[src/rtl/frac_sdm_pkg.sv]
package frac_sdm_pkg;

  localparam int unsigned FRAC_W_DEF   = 20;
  localparam int unsigned OUT_W_DEF    = 4;
  localparam int unsigned N_STAGE_DEF  = 3;
  localparam int unsigned PRBS_W_DEF   = 23;
  localparam int unsigned PRBS_TAP_DEF = 18;
  localparam logic [PRBS_W_DEF-1:0] PRBS_INIT_DEF = 23'h2B1F3D;

  typedef enum logic {
    PH_PRIME = 1'b0,
    PH_RUN   = 1'b1
  } sdm_phase_e;

endpackage

[src/rtl/frac_sdm_prbs.sv]
module frac_sdm_prbs #(
  parameter int unsigned         W    = 23,
  parameter int unsigned         TAP  = 18,
  parameter logic [W-1:0]        INIT = 23'h2B1F3D
) (
  input  logic         clk,
  input  logic         rst_n,
  input  logic         adv,
  output logic [W-1:0] state_o,
  output logic         bit_o
);

  logic [W-1:0] sr_q;
  logic [W-1:0] sr_d;
  logic         fb;

  always_comb begin
    fb   = sr_q[W-1] ^ sr_q[TAP-1];
    sr_d = sr_q;
    if (adv) begin
      sr_d = {sr_q[W-2:0], fb};
    end
  end

  always_ff @(posedge clk or negedge rst_n) begin
    if (!rst_n) begin
      sr_q <= INIT;
    end else begin
      sr_q <= sr_d;
    end
  end

  assign state_o = sr_q;
  assign bit_o   = sr_q[W-1];

endmodule

[src/rtl/frac_sdm_cond.sv]
module frac_sdm_cond #(
  parameter int unsigned W = 20
) (
  input  logic [W-1:0] frac_in,
  input  logic         lsb_force_en,
  input  logic         dither_en,
  input  logic         prbs_bit,
  output logic [W-1:0] word_o,
  output logic         cin_o
);

  always_comb begin
    word_o = frac_in;
    if (lsb_force_en) begin
      word_o[1:0] = 2'b11;
    end
    cin_o = dither_en & prbs_bit;
  end

endmodule

[src/rtl/frac_sdm_stage.sv]
module frac_sdm_stage #(
  parameter int unsigned W = 20
) (
  input  logic         clk,
  input  logic         rst_n,
  input  logic         load,
  input  logic         adv,
  input  logic [W-1:0] load_val,
  input  logic [W-1:0] addend,
  input  logic         cin,
  output logic [W-1:0] acc_o,
  output logic [W-1:0] res_o,
  output logic         carry_o
);

  logic [W-1:0] acc_q;
  logic [W-1:0] acc_d;
  logic [W:0]   sum;

  always_comb begin
    sum     = {1'b0, acc_q} + {1'b0, addend} + {{W{1'b0}}, cin};
    res_o   = sum[W-1:0];
    carry_o = sum[W];
    acc_d   = acc_q;
    if (load) begin
      acc_d = load_val;
    end else if (adv) begin
      acc_d = sum[W-1:0];
    end
  end

  always_ff @(posedge clk or negedge rst_n) begin
    if (!rst_n) begin
      acc_q <= '0;
    end else begin
      acc_q <= acc_d;
    end
  end

  assign acc_o = acc_q;

endmodule

[src/rtl/frac_sdm_combine.sv]
module frac_sdm_combine #(
  parameter int unsigned OUT_W = 4
) (
  input  logic                    clk,
  input  logic                    rst_n,
  input  logic                    adv,
  input  logic                    c1,
  input  logic                    c2,
  input  logic                    c3,
  output logic signed [OUT_W-1:0] y_o
);

  logic             c2_q, c3_q1, c3_q2;
  logic             c2_d, c3_d1, c3_d2;
  logic [OUT_W-1:0] y_q, y_d, total;

  always_comb begin
    total = OUT_W'(c1)
          + OUT_W'(c2) - OUT_W'(c2_q)
          + OUT_W'(c3) - OUT_W'({c3_q1, 1'b0}) + OUT_W'(c3_q2);
    y_d   = y_q;
    c2_d  = c2_q;
    c3_d1 = c3_q1;
    c3_d2 = c3_q2;
    if (adv) begin
      y_d   = total;
      c2_d  = c2;
      c3_d1 = c3;
      c3_d2 = c3_q1;
    end
  end

  always_ff @(posedge clk or negedge rst_n) begin
    if (!rst_n) begin
      y_q   <= '0;
      c2_q  <= 1'b0;
      c3_q1 <= 1'b0;
      c3_q2 <= 1'b0;
    end else begin
      y_q   <= y_d;
      c2_q  <= c2_d;
      c3_q1 <= c3_d1;
      c3_q2 <= c3_d2;
    end
  end

  assign y_o = $signed(y_q);

endmodule

[src/rtl/frac_sdm_mash3.sv]
module frac_sdm_mash3
  import frac_sdm_pkg::*;
#(
  parameter int unsigned              FRAC_W    = FRAC_W_DEF,
  parameter int unsigned              OUT_W     = OUT_W_DEF,
  parameter int unsigned              PRBS_W    = PRBS_W_DEF,
  parameter int unsigned              PRBS_TAP  = PRBS_TAP_DEF,
  parameter logic [PRBS_W_DEF-1:0]    PRBS_INIT = PRBS_INIT_DEF
) (
  input  logic                     clk,
  input  logic                     rst_n,
  input  logic [FRAC_W-1:0]        frac_in,
  input  logic                     lsb_force_en,
  input  logic                     dither_en,
  input  logic [FRAC_W-1:0]        seed,
  output logic signed [OUT_W-1:0]  dsm_out
);

  localparam int unsigned NS = N_STAGE_DEF;

  sdm_phase_e phase_q, phase_d;
  logic       do_load, do_run;

  logic [PRBS_W-1:0]          prbs_state;
  logic                       prbs_bit;
  logic [FRAC_W-1:0]          cond_word;
  logic                       cond_cin;
  logic [NS-1:0][FRAC_W-1:0]  st_acc;
  logic [NS-1:0][FRAC_W-1:0]  st_res;
  logic [NS-1:0]              st_carry;

  always_comb begin
    phase_d = PH_RUN;
    do_load = (phase_q == PH_PRIME);
    do_run  = (phase_q == PH_RUN);
  end

  always_ff @(posedge clk or negedge rst_n) begin
    if (!rst_n) begin
      phase_q <= PH_PRIME;
    end else begin
      phase_q <= phase_d;
    end
  end

  frac_sdm_prbs #(
    .W    (PRBS_W),
    .TAP  (PRBS_TAP),
    .INIT (PRBS_INIT[PRBS_W-1:0])
  ) prbs_i (
    .clk     (clk),
    .rst_n   (rst_n),
    .adv     (do_run),
    .state_o (prbs_state),
    .bit_o   (prbs_bit)
  );

  frac_sdm_cond #(.W(FRAC_W)) cond_i (
    .frac_in      (frac_in),
    .lsb_force_en (lsb_force_en),
    .dither_en    (dither_en),
    .prbs_bit     (prbs_bit),
    .word_o       (cond_word),
    .cin_o        (cond_cin)
  );

  for (genvar k = 0; k < NS; k++) begin : g_stage
    logic [FRAC_W-1:0] addend;
    logic [FRAC_W-1:0] ld_val;
    logic              cin;
    if (k == 0) begin : g_first
      assign addend = cond_word;
      assign ld_val = seed;
      assign cin    = cond_cin;
    end else begin : g_rest
      assign addend = st_res[k-1];
      assign ld_val = '0;
      assign cin    = 1'b0;
    end
    frac_sdm_stage #(.W(FRAC_W)) stage_i (
      .clk      (clk),
      .rst_n    (rst_n),
      .load     (do_load),
      .adv      (do_run),
      .load_val (ld_val),
      .addend   (addend),
      .cin      (cin),
      .acc_o    (st_acc[k]),
      .res_o    (st_res[k]),
      .carry_o  (st_carry[k])
    );
  end

  frac_sdm_combine #(.OUT_W(OUT_W)) comb_i (
    .clk   (clk),
    .rst_n (rst_n),
    .adv   (do_run),
    .c1    (st_carry[0]),
    .c2    (st_carry[1]),
    .c3    (st_carry[2]),
    .y_o   (dsm_out)
  );

endmodule

[config.mk]
export PLATFORM = sky130hd
export DESIGN_NAME = frac_sdm_mash3
export DESIGN_NICKNAME = d
export VERILOG_FILES = /design/src/rtl/frac_sdm_pkg.sv /design/src/rtl/frac_sdm_prbs.sv /design/src/rtl/frac_sdm_cond.sv /design/src/rtl/frac_sdm_stage.sv /design/src/rtl/frac_sdm_combine.sv /design/src/rtl/frac_sdm_mash3.sv
export SDC_FILE = /design/constraint.sdc
export NUM_CORES = 1
export LEC_CHECK = 0
export BUFFER_PORTS_ARGS = -buffer_cell sky130_fd_sc_hd__buf_4
export CAP_MARGIN = 20
export CORE_AREA = 2 2 129 131
export DETAILED_ROUTE_END_ITERATION = 8
export DIE_AREA = 0 0 131 133
export SLEW_MARGIN = 10
export SYNTH_ARGS = -nofsm -noshare
export SYNTH_HDL_FRONTEND = slang
export SYNTH_SLANG_ARGS = --single-unit
[constraint.sdc]
create_clock -name clk -period 6.6 [get_ports clk]
set_clock_uncertainty 0.05 [all_clocks]
set_input_delay 0.66 -clock clk [delete_from_list [all_inputs] [get_ports clk]]
set_output_delay 0.66 -clock clk [all_outputs]
set_load 0.005 [all_outputs]
==> out/summary.txt <==
Status = finished clean
Startpoint types = primary input
TritonCTS clock tree = yes
H-tree depth = 3
Post-Synthesis Cell Area = 6290 um2
Dpl ws = -0.251 ns
Critical path's largest stage delay = 0.41 ns
First-pass GRT wire length = 24700 um
Pin count of the biggest net entering global routing = 84
Final wirelength = 14600 um
Gr usage total = 17.7%
Initial Utilization = 38.9%
Via count = 5123
Worst endpoint required time = 6.79 ns
Critical path endpoint category = flop
Final HPWL DP = 10800 um
PortBufs = 47
Root buffer cell = clkbuf_16
ANT cells = 0
Final Hold Vio Count = 0
Post-Synthesis Cells = 645
CTS max path bufs = 2
# DRC = 0
R2r setup slk = 0.35 ns
MaxCap Viol Count = 0
R2r worst-path depth = 27
RR Endpoint = comb_i.y_o[3]$_DFFE_PN0P_
CP max-delay cell = fa_1
DIE HEIGHT = 133 um
Clock sink total = 91
Synthesized flop and latch total = 91
Vias in the first global route = 5264
Layout area overhead = 22.5%
Drt first-iter violations = 232
RSZ-0062 raised after global routing = no
Final setup fails = 0
Clk Latency, worst-skew pair = 0.36 ns
Worst-Margin Slew = 0.946 ns
CTS Buf Count = 9
Via density = 5.25
Sequential element share of the synthesized area = 36.5%
Core area = 16200 um2
Min cycle time layout = 6.34 ns
Design Area, Final = 7700 um2
Arrival @ worst endpoint = 6.53 ns
WL/cell = 14.9 um
Hold_buf cts = 0
Initial DRT Pass Iterations = 4
Unique masters post-synth = 58
Cell area after placement = 7330 um2
CP max FO = 3
Total grt overflow = 0
Hold Worst Slack = 0.258 ns
Antenna violations before repair = 0
I/O pin total = 48
Post-synth EDFFs = 0
Top FF cell, synth = dfrtp_1
Layout cells sized above 1 = 26.5%
Core Rows = 47
Crit path kind = in -> reg
Ys Warns = 0
DIE WIDTH = 131 um
Critical Path Most Common Cell = ha_1
Final worst slack = 0.264 ns
Max Clk Rate = 0.158 GHz
Total Die Area = 17400 um2
Post-DRT Antenna Nets = 0
Max_slew headroom = 36.9%
Post-route clock period utilization = 96.0%
Nets@finish = 864
Syn Area/Cell = 9.75 um2
Ys async rst share = 100%
Worst R2R Start = prbs_i.state_o[22]$_DFFE_PN0P_
Worst-path clk slew = 0.07 ns
Slew Viols, Final = 0
Hold Crit Class = in -> async
RePlAce Congestion = 0.897
Mapped Nets = 759
[kinds of logic after synthesis]
family | share of synthesized area [%]
buf+inv | 2.47
xor+xnor | 5.15
flops | 36.5
other cells | 0.0596
mux | 8.82
fa+ha+maj | 14.6
simple gates | 13.6
compound gates | 18.8
[routing by layer]
layer  vias up  global-route usage (%)  routed length, um
li1       2558                       -                  -
met2        96                    28.4               7010
met5         -                       0                  0
met1      2447                    23.5               6900
met3        22                    3.15                388
met4         0                    7.15                266
[how the worst max path moves through the flow]
stage,to,slack (ns),cells after the start,start
2_1_floorplan,comb_i.y_o[3]$_DFFE_PN0P_,0.05,27,lsb_force_en
3_3_place_gp,comb_i.y_o[3]$_DFFE_PN0P_,-0.19,28,lsb_force_en
3_5_place_dp,comb_i.y_o[3]$_DFFE_PN0P_,-0.25,28,lsb_force_en
4_1_cts,comb_i.y_o[3]$_DFFE_PN0P_,0.09,28,lsb_force_en
5_1_grt,comb_i.y_o[3]$_DFFE_PN0P_,0.01,28,lsb_force_en
6_report,comb_i.y_o[3]$_DFFE_PN0P_,0.26,28,lsb_force_en
[state kept, by name, indices dropped and copies added, names as in the netlist]
| register | count |
|---|---|
| comb_i.c3_q1 | 1 |
| prbs_i.state_o | 23 |
| do_run | 1 |
| comb_i.c3_q2 | 1 |
| comb_i.y_o | 4 |
| comb_i.c2_q | 1 |
| g_stage.stage_i.acc_o | 60 |
[what timing repair did]
item,in CTS,in global routing
hold endpoints to repair,0,0
endpoints found under the setup margin,0,3
resized for setup,0,17
setup buffers,0,0
[cell usage in the layout (no fill, tap or decap), types with 14 or more instances in the layout]
master,count
a21o_1,24
nand2_1,40
xnor2_1,22
inv_1,24
dfrtp_1,76
and2_1,17
nor2_1,46
dfstp_2,14
xor2_1,14
mux2_2,39
ha_1,63
a21oi_1,53
buf_4,111
o21ai_0,32
[critical path: cells and delay by family]
kind | cells | cell delay, ns
simple gates | 4 | 1.00
buf+inv | 4 | 0.27
fa+ha+maj | 7 | 2.08
mux | 1 | 0.25
compound gates | 10 | 2.03
xor+xnor | 2 | 0.25
[cell usage after synthesis (7+ instances only)]
| library cell | instances | area (um2) |
|---|---|---|
| xor2_1 | 15 | 131 |
| xnor2_1 | 22 | 193 |
| clkbuf_1 | 12 | 45.0 |
| nand2_1 | 40 | 150 |
| nor3_1 | 14 | 70.1 |
| nand3_1 | 9 | 45.0 |
| ha_1 | 64 | 801 |
| o211ai_1 | 9 | 67.6 |
| dfstp_2 | 14 | 368 |
| a21o_1 | 24 | 180 |
| dfrtp_1 | 77 | 1930 |
| a211oi_1 | 13 | 97.6 |
| a21oi_1 | 54 | 270 |
| o21ai_0 | 34 | 170 |
| and3_1 | 11 | 68.8 |
| and2_1 | 17 | 106 |
| o21a_1 | 7 | 52.6 |
| inv_1 | 24 | 90.1 |
| nor2_1 | 46 | 173 |
| mux2i_1 | 10 | 100 |
| nand2b_1 | 13 | 81.3 |
| mux2_2 | 39 | 439 |
[through the flow]
step / cells / util (%) / setup TNS (ns)
after detailed placement: 959 / 45.3 / -0.601
after floorplan: 645 / - / 0
after CTS: 975 / 47.2 / 0
after global routing: 975 / 47.6 / 0
after global placement: 959 / 45.3 / -0.411
final: 975 / 47.6 / 0
[cell type report]
class / count / area [um2]
flip-flops and latches: 91 / 2300
multi-input cells: 513 / 3900
well taps: 220 / 275
inverters: 24 / 90.1
repair buffers: 111 / 833
clock buffers: 9 / 225
fillers: 1503 / 8470
clock inverters: 7 / 80.1
Power is left out: the tool's default activity adds up to more than one toggle a clock period on the data nets, which glitch-free logic cannot reach.
